`config.mk`:
```
export PLATFORM = sky130hd
export DESIGN_NAME = dma_page_xlate
export DESIGN_NICKNAME = d
export VERILOG_FILES = /design/src/rtl/dpx_pkg.sv /design/src/rtl/dpx_regs.sv /design/src/rtl/dpx_cache.sv /design/src/rtl/dma_page_xlate.sv
export SDC_FILE = /design/constraint.sdc
export NUM_CORES = 1
export LEC_CHECK = 0
export BUFFER_PORTS_ARGS = -buffer_cell sky130_fd_sc_hd__buf_4
export CORE_UTILIZATION = 58
export DETAILED_ROUTE_END_ITERATION = 10
export PLACE_DENSITY = 0.81
export SLEW_MARGIN = 40
export SYNTH_ARGS = -nofsm -noshare
export SYNTH_HDL_FRONTEND = slang
export SYNTH_SLANG_ARGS = --single-unit
```
`constraint.sdc`:
```
create_clock -name clk_i -period 3.5 [get_ports clk_i]
set_input_delay 0.35 -clock clk_i [delete_from_list [all_inputs] [get_ports clk_i]]
set_output_delay 0.35 -clock clk_i [all_outputs]
set_load 0.005 [all_outputs]
```
`src/rtl/dpx_pkg.sv`:
```
package dpx_pkg;
  localparam int unsigned ENTRY_SHIFT = 3;  // 8 bytes per table entry

  localparam logic [1:0] REG_BASE  = 2'd0;
  localparam logic [1:0] REG_LIMIT = 2'd1;
  localparam logic [1:0] REG_INVAL = 2'd2;
  localparam logic [1:0] REG_FAULT = 2'd3;

  typedef enum logic [1:0] {
    S_IDLE,
    S_FETCH,
    S_WAIT,
    S_RESP
  } xl_state_e;
endpackage

```
`src/rtl/dpx_regs.sv`:
```
module dpx_regs
  import dpx_pkg::*;
#(
  parameter int unsigned DATA_W  = 32,
  parameter int unsigned PADDR_W = 29,
  parameter int unsigned LADDR_W = 24
) (
  input  logic               clk_i,
  input  logic               rst_ni,
  input  logic               we_i,
  input  logic [1:0]         addr_i,
  input  logic [DATA_W-1:0]  wdata_i,
  output logic [DATA_W-1:0]  rdata_o,
  input  logic               fault_set_i,
  input  logic [LADDR_W-1:0] fault_laddr_i,
  output logic [PADDR_W-1:0] base_o,
  output logic [DATA_W-1:0]  limit_o,
  output logic [LADDR_W-1:0] fault_o,
  output logic               flush_o
);
  logic [PADDR_W-1:0] base_q;
  logic [DATA_W-1:0]  limit_q;
  logic [LADDR_W-1:0] fault_q;

  always_ff @(posedge clk_i or negedge rst_ni) begin
    if (!rst_ni) begin
      base_q  <= '0;
      limit_q <= '0;
      fault_q <= '0;
    end else begin
      if (we_i && addr_i == REG_BASE)  base_q  <= wdata_i[PADDR_W-1:0];
      if (we_i && addr_i == REG_LIMIT) limit_q <= wdata_i;
      if (fault_set_i)                 fault_q <= fault_laddr_i;
    end
  end

  assign flush_o = we_i && (addr_i == REG_INVAL);

  always_comb begin
    unique case (addr_i)
      REG_BASE:  rdata_o = DATA_W'(base_q);
      REG_LIMIT: rdata_o = limit_q;
      REG_FAULT: rdata_o = DATA_W'(fault_q);
      default:   rdata_o = '0;
    endcase
  end

  assign base_o  = base_q;
  assign limit_o = limit_q;
  assign fault_o = fault_q;


  fault_latch_chk: assert property (@(posedge clk_i) disable iff (!rst_ni)
    fault_set_i |=> fault_q == $past(fault_laddr_i));
endmodule

```
`src/rtl/dpx_cache.sv`:
```
module dpx_cache #(
  parameter int unsigned ENTRIES = 4,
  parameter int unsigned TAG_W   = 12,
  parameter int unsigned DATA_W  = 17
) (
  input  logic              clk_i,
  input  logic              rst_ni,
  input  logic              flush_i,
  input  logic [TAG_W-1:0]  lookup_tag_i,
  output logic              hit_o,
  output logic [DATA_W-1:0] hit_data_o,
  input  logic              fill_i,
  input  logic [TAG_W-1:0]  fill_tag_i,
  input  logic [DATA_W-1:0] fill_data_i
);
  localparam int unsigned PTR_W = (ENTRIES > 1) ? $clog2(ENTRIES) : 1;

  logic [ENTRIES-1:0] valid_q;
  logic [TAG_W-1:0]   tag_q  [ENTRIES];
  logic [DATA_W-1:0]  data_q [ENTRIES];
  logic [PTR_W-1:0]   victim_q;
  logic [ENTRIES-1:0] match;

  for (genvar g = 0; g < ENTRIES; g++) begin : g_way
    assign match[g] = valid_q[g] && (tag_q[g] == lookup_tag_i);

    always_ff @(posedge clk_i or negedge rst_ni) begin
      if (!rst_ni) begin
        valid_q[g] <= 1'b0;
        tag_q[g]   <= '0;
        data_q[g]  <= '0;
      end else if (flush_i) begin
        valid_q[g] <= 1'b0;
      end else if (fill_i && victim_q == PTR_W'(g)) begin
        valid_q[g] <= 1'b1;
        tag_q[g]   <= fill_tag_i;
        data_q[g]  <= fill_data_i;
      end
    end
  end

  always_ff @(posedge clk_i or negedge rst_ni) begin
    if (!rst_ni) victim_q <= '0;
    else if (fill_i && !flush_i)
      victim_q <= (victim_q == PTR_W'(ENTRIES - 1)) ? '0 : victim_q + 1'b1;
  end

  always_comb begin
    hit_data_o = '0;
    for (int i = 0; i < ENTRIES; i++)
      if (match[i]) hit_data_o = data_q[i];
  end
  assign hit_o = |match;


  single_match_chk: assert property (@(posedge clk_i) disable iff (!rst_ni)
    $onehot0(match));


  flush_empties_chk: assert property (@(posedge clk_i) disable iff (!rst_ni)
    flush_i |=> !hit_o);
endmodule

```
`src/rtl/dma_page_xlate.sv`:
```
module dma_page_xlate
  import dpx_pkg::*;
#(
  parameter int unsigned LADDR_W       = 24,
  parameter int unsigned PADDR_W       = 29,
  parameter int unsigned PAGE_BITS     = 12,
  parameter int unsigned DATA_W        = 32,
  parameter int unsigned CACHE_ENTRIES = 4
) (
  input  logic               clk_i,
  input  logic               rst_ni,
  input  logic               reg_we_i,
  input  logic [1:0]         reg_addr_i,
  input  logic [DATA_W-1:0]  reg_wdata_i,
  output logic [DATA_W-1:0]  reg_rdata_o,
  input  logic               req_valid_i,
  output logic               req_ready_o,
  input  logic [LADDR_W-1:0] req_laddr_i,
  output logic               rsp_valid_o,
  input  logic               rsp_ready_i,
  output logic [PADDR_W-1:0] rsp_paddr_o,
  output logic               rsp_err_o,
  output logic               mem_req_o,
  input  logic               mem_gnt_i,
  output logic [PADDR_W-1:0] mem_addr_o,
  input  logic               mem_rvalid_i,
  input  logic [DATA_W-1:0]  mem_rdata_i
);
  localparam int unsigned IDX_W   = LADDR_W - PAGE_BITS;
  localparam int unsigned FRAME_W = PADDR_W - PAGE_BITS;

  xl_state_e state_q;
  logic [LADDR_W-1:0] laddr_q;
  logic [PADDR_W-1:0] paddr_q;
  logic               err_q, drop_q;

  logic [PADDR_W-1:0] base;
  logic [DATA_W-1:0]  limit;
  logic [LADDR_W-1:0] fault;
  logic               flush;
  logic               lk_hit;
  logic [FRAME_W-1:0] lk_frame;
  logic               accept, oob, fill;
  logic [IDX_W-1:0]   req_idx, cur_idx;

  assign req_idx = req_laddr_i[LADDR_W-1:PAGE_BITS];
  assign cur_idx = laddr_q[LADDR_W-1:PAGE_BITS];
  assign accept  = req_valid_i && req_ready_o;
  assign oob     = DATA_W'({req_idx, {ENTRY_SHIFT{1'b0}}}) >= limit;
  assign fill    = (state_q == S_WAIT) && mem_rvalid_i && !drop_q && !flush;

  dpx_regs #(.DATA_W(DATA_W), .PADDR_W(PADDR_W), .LADDR_W(LADDR_W)) i_regs (
    .clk_i, .rst_ni,
    .we_i         (reg_we_i),
    .addr_i       (reg_addr_i),
    .wdata_i      (reg_wdata_i),
    .rdata_o      (reg_rdata_o),
    .fault_set_i  (accept && oob),
    .fault_laddr_i(req_laddr_i),
    .base_o       (base),
    .limit_o      (limit),
    .fault_o      (fault),
    .flush_o      (flush)
  );

  dpx_cache #(.ENTRIES(CACHE_ENTRIES), .TAG_W(IDX_W), .DATA_W(FRAME_W)) i_cache (
    .clk_i, .rst_ni,
    .flush_i     (flush),
    .lookup_tag_i(req_idx),
    .hit_o       (lk_hit),
    .hit_data_o  (lk_frame),
    .fill_i      (fill),
    .fill_tag_i  (cur_idx),
    .fill_data_i (mem_rdata_i[PADDR_W-1:PAGE_BITS])
  );

  always_ff @(posedge clk_i or negedge rst_ni) begin
    if (!rst_ni) begin
      state_q <= S_IDLE;
      laddr_q <= '0;
      paddr_q <= '0;
      err_q   <= 1'b0;
      drop_q  <= 1'b0;
    end else begin
      unique case (state_q)
        S_IDLE: if (accept) begin
          laddr_q <= req_laddr_i;
          drop_q  <= 1'b0;
          if (oob) begin
            err_q   <= 1'b1;
            paddr_q <= '0;
            state_q <= S_RESP;
          end else if (lk_hit) begin
            err_q   <= 1'b0;
            paddr_q <= {lk_frame, req_laddr_i[PAGE_BITS-1:0]};
            state_q <= S_RESP;
          end else begin
            err_q   <= 1'b0;
            state_q <= S_FETCH;
          end
        end
        S_FETCH: begin
          if (flush)     drop_q  <= 1'b1;
          if (mem_gnt_i) state_q <= S_WAIT;
        end
        S_WAIT: begin
          if (flush) drop_q <= 1'b1;
          if (mem_rvalid_i) begin
            paddr_q <= {mem_rdata_i[PADDR_W-1:PAGE_BITS], laddr_q[PAGE_BITS-1:0]};
            state_q <= S_RESP;
          end
        end
        S_RESP: if (rsp_ready_i) state_q <= S_IDLE;
        default: state_q <= S_IDLE;
      endcase
    end
  end

  assign req_ready_o = (state_q == S_IDLE);
  assign rsp_valid_o = (state_q == S_RESP);
  assign rsp_paddr_o = paddr_q;
  assign rsp_err_o   = err_q;
  assign mem_req_o   = (state_q == S_FETCH);
  assign mem_addr_o  = base + PADDR_W'({cur_idx, {ENTRY_SHIFT{1'b0}}});


  mem_hold_chk: assert property (@(posedge clk_i) disable iff (!rst_ni)
    mem_req_o && !mem_gnt_i |=> mem_req_o && $stable(mem_addr_o));


  rsp_hold_chk: assert property (@(posedge clk_i) disable iff (!rst_ni)
    rsp_valid_o && !rsp_ready_i |=> rsp_valid_o && $stable(rsp_paddr_o) && $stable(rsp_err_o));


  hit_latency_chk: assert property (@(posedge clk_i) disable iff (!rst_ni)
    accept && lk_hit && !oob |=> rsp_valid_o && !rsp_err_o);


  err_fault_chk: assert property (@(posedge clk_i) disable iff (!rst_ni)
    rsp_valid_o && rsp_err_o |-> fault == laddr_q);


  busy_no_accept_chk: assert property (@(posedge clk_i) disable iff (!rst_ni)
    rsp_valid_o |-> !req_ready_o);
endmodule

```
==> metrics.md, run 1 <==
| Metric | Value |
|---|---|
| Clock Skew | 0.0148 ns |
| VDD IR-drop max | 0.729 mV |
| First-pass GRT wire length | 54900 um |
| Die Span X | 154 um |
| DRT iter0 DRCs | 529 |
| Avg Vias per Cell | 6.12 |
| Yosys top cell by area | dfrtp_1 |
| Pwr/cell area | 799 mW/mm^2 |
| Avg Cell Area, Syn | 11.7 sq um |
| Number of antenna violations at the first check in global routing | 1 |
| Area share of the largest cell type after synthesis | 0.492 |
| Std-Cell Core Area | 0.0226 sq mm |
| Worst Hold Class | input port to register |
| Sequential share of the synthesized area | 0.492 |
| Filler Cell Count | 1523 |
| Fin worst setup slack | 0.0484 ns |
| CTS tree | built |
| Core Util, Final | 0.721 |
| Crit path max fanout | 7 |
| Mapped Cells | 1147 |
| Hold WS | 0.0191 ns |
| Register area | 0.00661 sq mm |
| Fmax achieved | 290 MHz |
| Startpoint types | register |
| Global route total overflow | 0 |
| Vias | 9947 |
| Max cap viols | 0 |
| Final net count | 1449 |
| Remaining DRCs | 0 |
| Reg-to-reg startpoint | state_q[0] |
| Post-Place Worst Slack | 0.0284 ns |
| Die area | 0.0237 sq mm |
| Most instantiated cells after synthesis | dfrtp_1 (264), mux2_2 (219), nand2_1 (91) |
| Endpoints failing hold | 0 |
| Status | complete, no violations |
| GP Congestion | 0.866 |
| Initial Util | 0.592 |
| Largest net degree at the start of global routing | 104 |
| Final HPWL DP | 23100 um |
| Main area contributors after synthesis | dfrtp_1 (49%), mux2_2 (18%), ha_1 (3.0%), xnor2_1 (2.7%), nand2_1 (2.5%) |
| Post-Place Cells | 1559 |
| Slew Limit Fails | 0 |
| Syn Nets | 1277 |
| R2R depth | 9 |
| Cell Rows | 55 |
| Slew HR | 0.416 |
| Detail Route Antenna Nets | 0 |
| Critical R2R Capture | rsp_paddr_o[28] |
| Final min period | 3.45 ns |
| HP Start | reg_wdata_i[27] |
| TritonCTS Buffers | 28 |
| Clock buffer depth | 3 |
| Static Leak | 7.60 nW |
| Synthesized flop and latch total | 264 |
| Worst-path clk slew | 0.06 ns |
| Port Buf Inserts | 175 |
| Total power draw | 13.0 mW |
| Multi-input logic area | 0.00648 sq mm |
| Root Buffer Master | clkbuf_16 |
| Final WL | 35200 um |
| Worst-Margin Slew | 0.863 ns |
| Post-synth cell types | 56 |
| Tot GR Track Use | 0.297 |
| N_diodes | 0 |
| Sink Count | 264 |
| EDFF count, synth | 0 |
| Crit path capture type | output port |
| Share of layout cells above drive strength 1 | 0.407 |
| Ports | 191 |
| Worst Path Arrival | 3.10 ns |
| Worst hold stages | 3 |
| Die height | 154 um |
| Hold Path End | i_regs.base_o[27] |
| Routed WL per cell | 21.6 um |
| Skew-Pair Late Insertion Delay | 0.55 ns |
| DR pass1 iterations | 4 |
| Final setup fails | 0 |
| CP Class | register to output port |
| Vias in the first global route | 9974 |
| H-tree depth | 1 |
| Most common cell in the netlist | dfrtp_1 |
| RSZ-0062 raised after global routing | true |
| Total of warnings raised by yosys | 0 |
| Cell Area, Synth | 0.0134 sq mm |
| Layout area overhead | 21.6% |
| Async SR Flop Fraction | 1.00 |
| Post-Layout Cell Count | 1626 |
| Final period util | 0.986 |
| Reg2reg setup slack | 0.61 ns |
| Most used DFF post-synth | dfrtp_1 |
| Critical path data required time | 3.15 ns |
==> how the worst max path moves through the flow <==
stage                      start        endpoint  depth (start not counted)
2_1_floorplan        laddr_q[12]  mem_addr_o[13]                         10
3_3_place_gp         laddr_q[13]  mem_addr_o[28]                         10
3_5_place_dp         laddr_q[13]  mem_addr_o[18]                         10
4_1_cts              laddr_q[23]  mem_addr_o[25]                          8
5_1_grt        i_regs.base_o[14]  mem_addr_o[25]                          8
6_report             laddr_q[12]  mem_addr_o[18]                         12
==> timing repair <==
| item | in CTS | in global routing |
|---|---|---|
| gates cloned | 1 | 0 |
| setup buffers | 7 | 5 |
| gates resized for setup | 17 | 18 |
| hold endpoints to repair | 99 | 0 |
| pin swaps | 4 | 7 |
| setup endpoints to repair | 17 | 15 |
| hold buffers | 1 | 0 |
==> layout by cell type (no fill, tap or decap), types with 8 or more instances in the layout <==
master,netlist,layout
a221oi_1,17,17
inv_1,31,31
and2_1,18,17
nand2_1,91,91
nor2_1,51,51
xor2_1,23,23
dfrtp_1,264,258
nor3_1,28,26
mux2_2,219,219
xnor2_1,42,42
o31a_1,17,17
mux2i_1,30,30
clkbuf_16,0,28
a21oi_1,29,26
ha_1,32,29
buf_4,4,211
o41ai_2,17,17
clkinv_2,0,8
nand4_1,10,10
o21ai_0,49,47
a31oi_1,12,12
nand3_1,14,13
==> critical path, cell delays in order (launching register included) <==
cell	delay, ns
dfrtp_2	0.44
ha_4	0.19
buf_4	0.14
a21oi_4	0.17
o21ai_2	0.10
a2111oi_2	0.35
buf_4	0.18
nor3b_2	0.06
o41ai_2	0.31
buf_4	0.23
nor3_1	0.08
xor2_1	0.15
buf_4	0.15
==> power by group <==
group	internal (mW)	switching (mW)	total [mW]
Sequential	4.15	0.797	4.94
Combinational	2.54	2.34	4.88
Clock	1.98	1.23	3.21
Total	8.67	4.37	13.0
==> registers in the layout, indices dropped and copies added (netlist names) <==
signal / flops
i_cache.data_q: 68
i_cache.tag_q: 48
i_regs.limit_o: 32
i_regs.base_o: 29
rsp_paddr_o: 29
i_regs.fault_o: 24
laddr_q: 24
i_cache.valid_q: 4
i_cache.victim_q: 2
state_q: 2
drop_q: 1
rsp_err_o: 1
==> metrics by stage <==
step | instance area [sq um] | TNS (ns)
2_1_floorplan | 13400 | 0
3_3_place_gp | 15000 | 0
3_5_place_dp | 15000 | 0
4_1_cts | 16200 | -0.0326
5_1_grt | 16300 | -0.147
6_report | 16300 | 0
==> per-layer routing <==
metal,track usage,vias up,share of wire
li1,-,4462,-
met1,0.405,5050,0.42
met2,0.493,363,0.49
met3,0.0417,70,0.061
met4,0.0943,2,0.028
met5,0,-,0.00031
==> cell families after synthesis <==
logic type / Yosys count / synth area share
xor+xnor: 65 / 0.0424
buf+inv: 109 / 0.0348
simple gates: 253 / 0.0937
compound gates: 174 / 0.0990
mux: 249 / 0.206
fa+ha+maj: 33 / 0.0313
flops: 264 / 0.492
==> area by class of cell <==
class / instances / area share
clock buffer: 38 / 0.0495
tap: 285 / 0.0219
timing repair buffer: 220 / 0.106
clock inverter: 14 / 0.0127
sequential: 264 / 0.405
inverter: 31 / 0.00713
multi-input combinational: 774 / 0.397
(Power assumes the default switching activity.)
==> run 2, diff against run 1 <==
- ABC_AREA: not set -> 1
- CAP_MARGIN: not set -> 20
==> metrics.md, run 2 <==
| Metric | Value |
|---|---|
| Avg Cell Area, Syn | 7.86 sq um |
| Async SR Flop Fraction | 1.00 |
| N_diodes | 0 |
| Syn Nets | 1859 |
| Die Span X | 155 um |
| Most Frequent Cell on Critical Path | nand2_1 |
| Register area | 0.00661 sq mm |
| Fmax achieved | 301 MHz |
| Status | complete, no violations |
| Vias in the first global route | 11300 |
| Skew-Pair Late Insertion Delay | 0.55 ns |
| Worst Hold Class | input port to register |
| Global route total overflow | 0 |
| Cell Rows | 55 |
| Die height | 155 um |
| Worst path bufs/invs | 1 |
| Avg Vias per Cell | 5.38 |
| Layout area overhead | 18.2% |
| Post-Place Cells | 2161 |
| Highest metal used | met4 |
| Final setup fails | 0 |
| Final net count | 2008 |
| CP Class | register to output port |
| Total of warnings raised by yosys | 0 |
| Root Buffer Master | clkbuf_16 |
| Met2 routed wirelength | 16500 um |
| Die area | 0.0241 sq mm |
| Detail Route Antenna Nets | 0 |
| Crit path max fanout | 4 |
| VDD IR-drop max | 0.534 mV |
| Critical path data required time | 3.15 ns |
| Final min period | 3.33 ns |
| Number of antenna violations at the first check in global routing | 0 |
| Commonest non-fill, non-tap cells in the layout | nand2_1 (545), dfrtp_1 (264), o21ai_0 (259), buf_4 (195), inv_1 (191) |
| Sink Count | 264 |
| Post-synth cell types | 44 |
| Sequential share of the synthesized area | 0.486 |
| DRT iter0 DRCs | 1134 |
| Final WL | 34800 um |
| Initial Util | 0.595 |
| Most instantiated cells after synthesis | nand2_1 (545), dfrtp_1 (264), o21ai_0 (259) |
| Filler Cell Count | 1799 |
| Mapped Cells | 1729 |
| Multi-input logic area | 0.00581 sq mm |
| Largest Register | i_cache.data_q |
| Worst-Margin Slew | 0.798 ns |
| Largest net degree at the start of global routing | 82 |
| GP Congestion | 0.894 |
| Endpoints failing hold | 0 |
| Ports | 191 |
| Clock Skew | 0.0164 ns |
| CP delay by family, top | simple AND/OR/NAND/NOR gates |
| Pwr/cell area | 711 mW/mm^2 |
| Crit-path cells | ha_1 -> fa_1 -> nand3_1 -> nor2_1 -> nor2_2 -> nor2_1 -> nand2_1 -> nand2_1 -> nand2_1 -> nand2_1 -> nand2_1 -> nor2_1 -> xor2_1 -> buf_4 |
| Worst Path Arrival | 2.98 ns |
| Final period util | 0.950 |
| Vias | 11900 |
| Setup bufs post-CTS | 0 |
| Total negative slack | 0 ns |
| Crit path capture type | output port |
| RSZ-0062 raised after global routing | false |
| CTS tree | built |
| Area share of the largest cell type after synthesis | 0.486 |
| Slew Limit Fails | 0 |
| Most common cell after layout, fill and taps aside | nand2_1 |
| Routed WL per cell | 15.7 um |
| Critical-path top delay cell | fa_1 |
| Synthesized flop and latch total | 264 |
| Remaining DRCs | 0 |
| Metal-1 WL | 15200 um |
| Main area contributors after synthesis | dfrtp_1 (49%), nand2_1 (15%), o21ai_0 (9.5%), inv_1 (5.3%), ha_1 (2.9%) |
| Post-Layout Cell Count | 2210 |
| Delay of the slowest cell on the worst path | 0.44 ns |
| Clock buffer depth | 3 |
| Static Leak | 8.27 nW |
| Worst-path clk slew | 0.07 ns |
| Tot GR Track Use | 0.297 |
| EDFF count, synth | 0 |
| Slew HR | 0.467 |
| First-pass GRT wire length | 56800 um |
| TritonCTS Buffers | 27 |
| Cell Area, Synth | 0.0136 sq mm |
| Std-Cell Core Area | 0.0228 sq mm |
| Max cap viols | 0 |
| DR pass1 iterations | 7 |
| Startpoint types | register |
| Area post-placement | 0.0151 sq mm |
| Most common cell in the netlist | nand2_1 |
| Yosys top cell by area | dfrtp_1 |
| Fin area | 0.0161 sq mm |
| DR WL met3 | 1980 um |
| Most used DFF post-synth | dfrtp_1 |
| Final HPWL DP | 24400 um |
| H-tree depth | 1 |
| Share of layout cells above drive strength 1 | 0.168 |
| Port Buf Inserts | 175 |
| Max reg flops | 68 |
==> run 2: cell types whose count changed in the layout (fill, tap and decap cells not counted), sizes merged, moves of 19 or more <==
| cell | before | now |
|---|---|---|
| nor2 | 53 | 91 |
| nand2 | 91 | 549 |
| mux2 | 219 | 0 |
| inv | 31 | 205 |
| buf | 219 | 198 |
| nand3 | 14 | 71 |
| mux2i | 30 | 0 |
| o41ai | 19 | 0 |
| o21ai | 49 | 268 |
| o211ai | 3 | 24 |
| or2 | 3 | 38 |
| xnor2 | 42 | 8 |
| nor3 | 28 | 8 |
==> run 2: metrics by stage <==
stage / total power, mW / setup slack [ns] / hold slack (ns) / util
final: 11.4 / 0.174 / 0.0567 / 0.703
after global routing: 12.1 / 0.0124 / 0.0657 / 0.703
after CTS: 11.4 / 0.0926 / 0.0502 / 0.703
after detailed placement: 8.31 / 0.695 / 0.348 / 0.661
after global placement: 8.14 / 0.712 / 0.348 / 0.661
after floorplan: 6.87 / 1.20 / 0.0544 / -
==> run 2: final cells by class <==
| type | count | area share |
|---|---|---|
| sequential | 264 | 0.411 |
| multi-input combinational | 1181 | 0.362 |
| timing repair buffer | 199 | 0.0952 |
| clock buffer | 36 | 0.0491 |
| inverter | 205 | 0.0480 |
| tap | 313 | 0.0244 |
| clock inverter | 12 | 0.0106 |
==> run 2: worst paths after layout <==
kind                                    start                 end  slack, ns  cells after the start
max                          i_regs.base_o[3]      mem_addr_o[27]       0.17                     14
min                           reg_wdata_i[29]  i_regs.limit_o[29]       0.06                      3
max reg2reg                i_regs.limit_o[13]   i_regs.fault_o[3]       0.75                     12
min reg2reg                 i_cache.data_q[3]   i_cache.data_q[3]       0.48                      2
max in group asynchronous              rst_ni  i_cache.data_q[10]       2.13                      3
min in group asynchronous              rst_ni          laddr_q[9]       0.35                      2
==> run 2: cells by family after synthesis <==
kind of cell,after synthesis,synth area share
buffers and inverters,284,0.0870
xor gates and xnor gates,32,0.0206
DFF,264,0.486
AOI/OAI and AO/OA,345,0.136
and+or+nand+nor,771,0.239
adders and majority gates,33,0.0309
==> run 2: layer usage <==
| layer | global-route usage | up-vias |
|---|---|---|
| li1 | - | 5774 |
| met1 | 0.409 | 5645 |
| met2 | 0.485 | 399 |
| met3 | 0.0398 | 79 |
| met4 | 0.103 | 0 |
| met5 | 0 | - |
==> run 2: tightest hold or removal path, delay by kind of cell <==
family | cells | cell delay (ns)
buf+inv | 1 | 0.08
simple gates | 1 | 0.03
compound gates | 1 | 0.10
==> run 2: power by group <==
part	switching (mW)	internal, mW
registers	0.618	4.01
clock network	1.22	1.87
logic	2.14	1.56
==> run 2: what timing repair did <==
item	CTS	global route
hold buffers	1	0
endpoints found under the setup margin	0	3
hold endpoints to repair	68	0
gates resized for setup	0	1
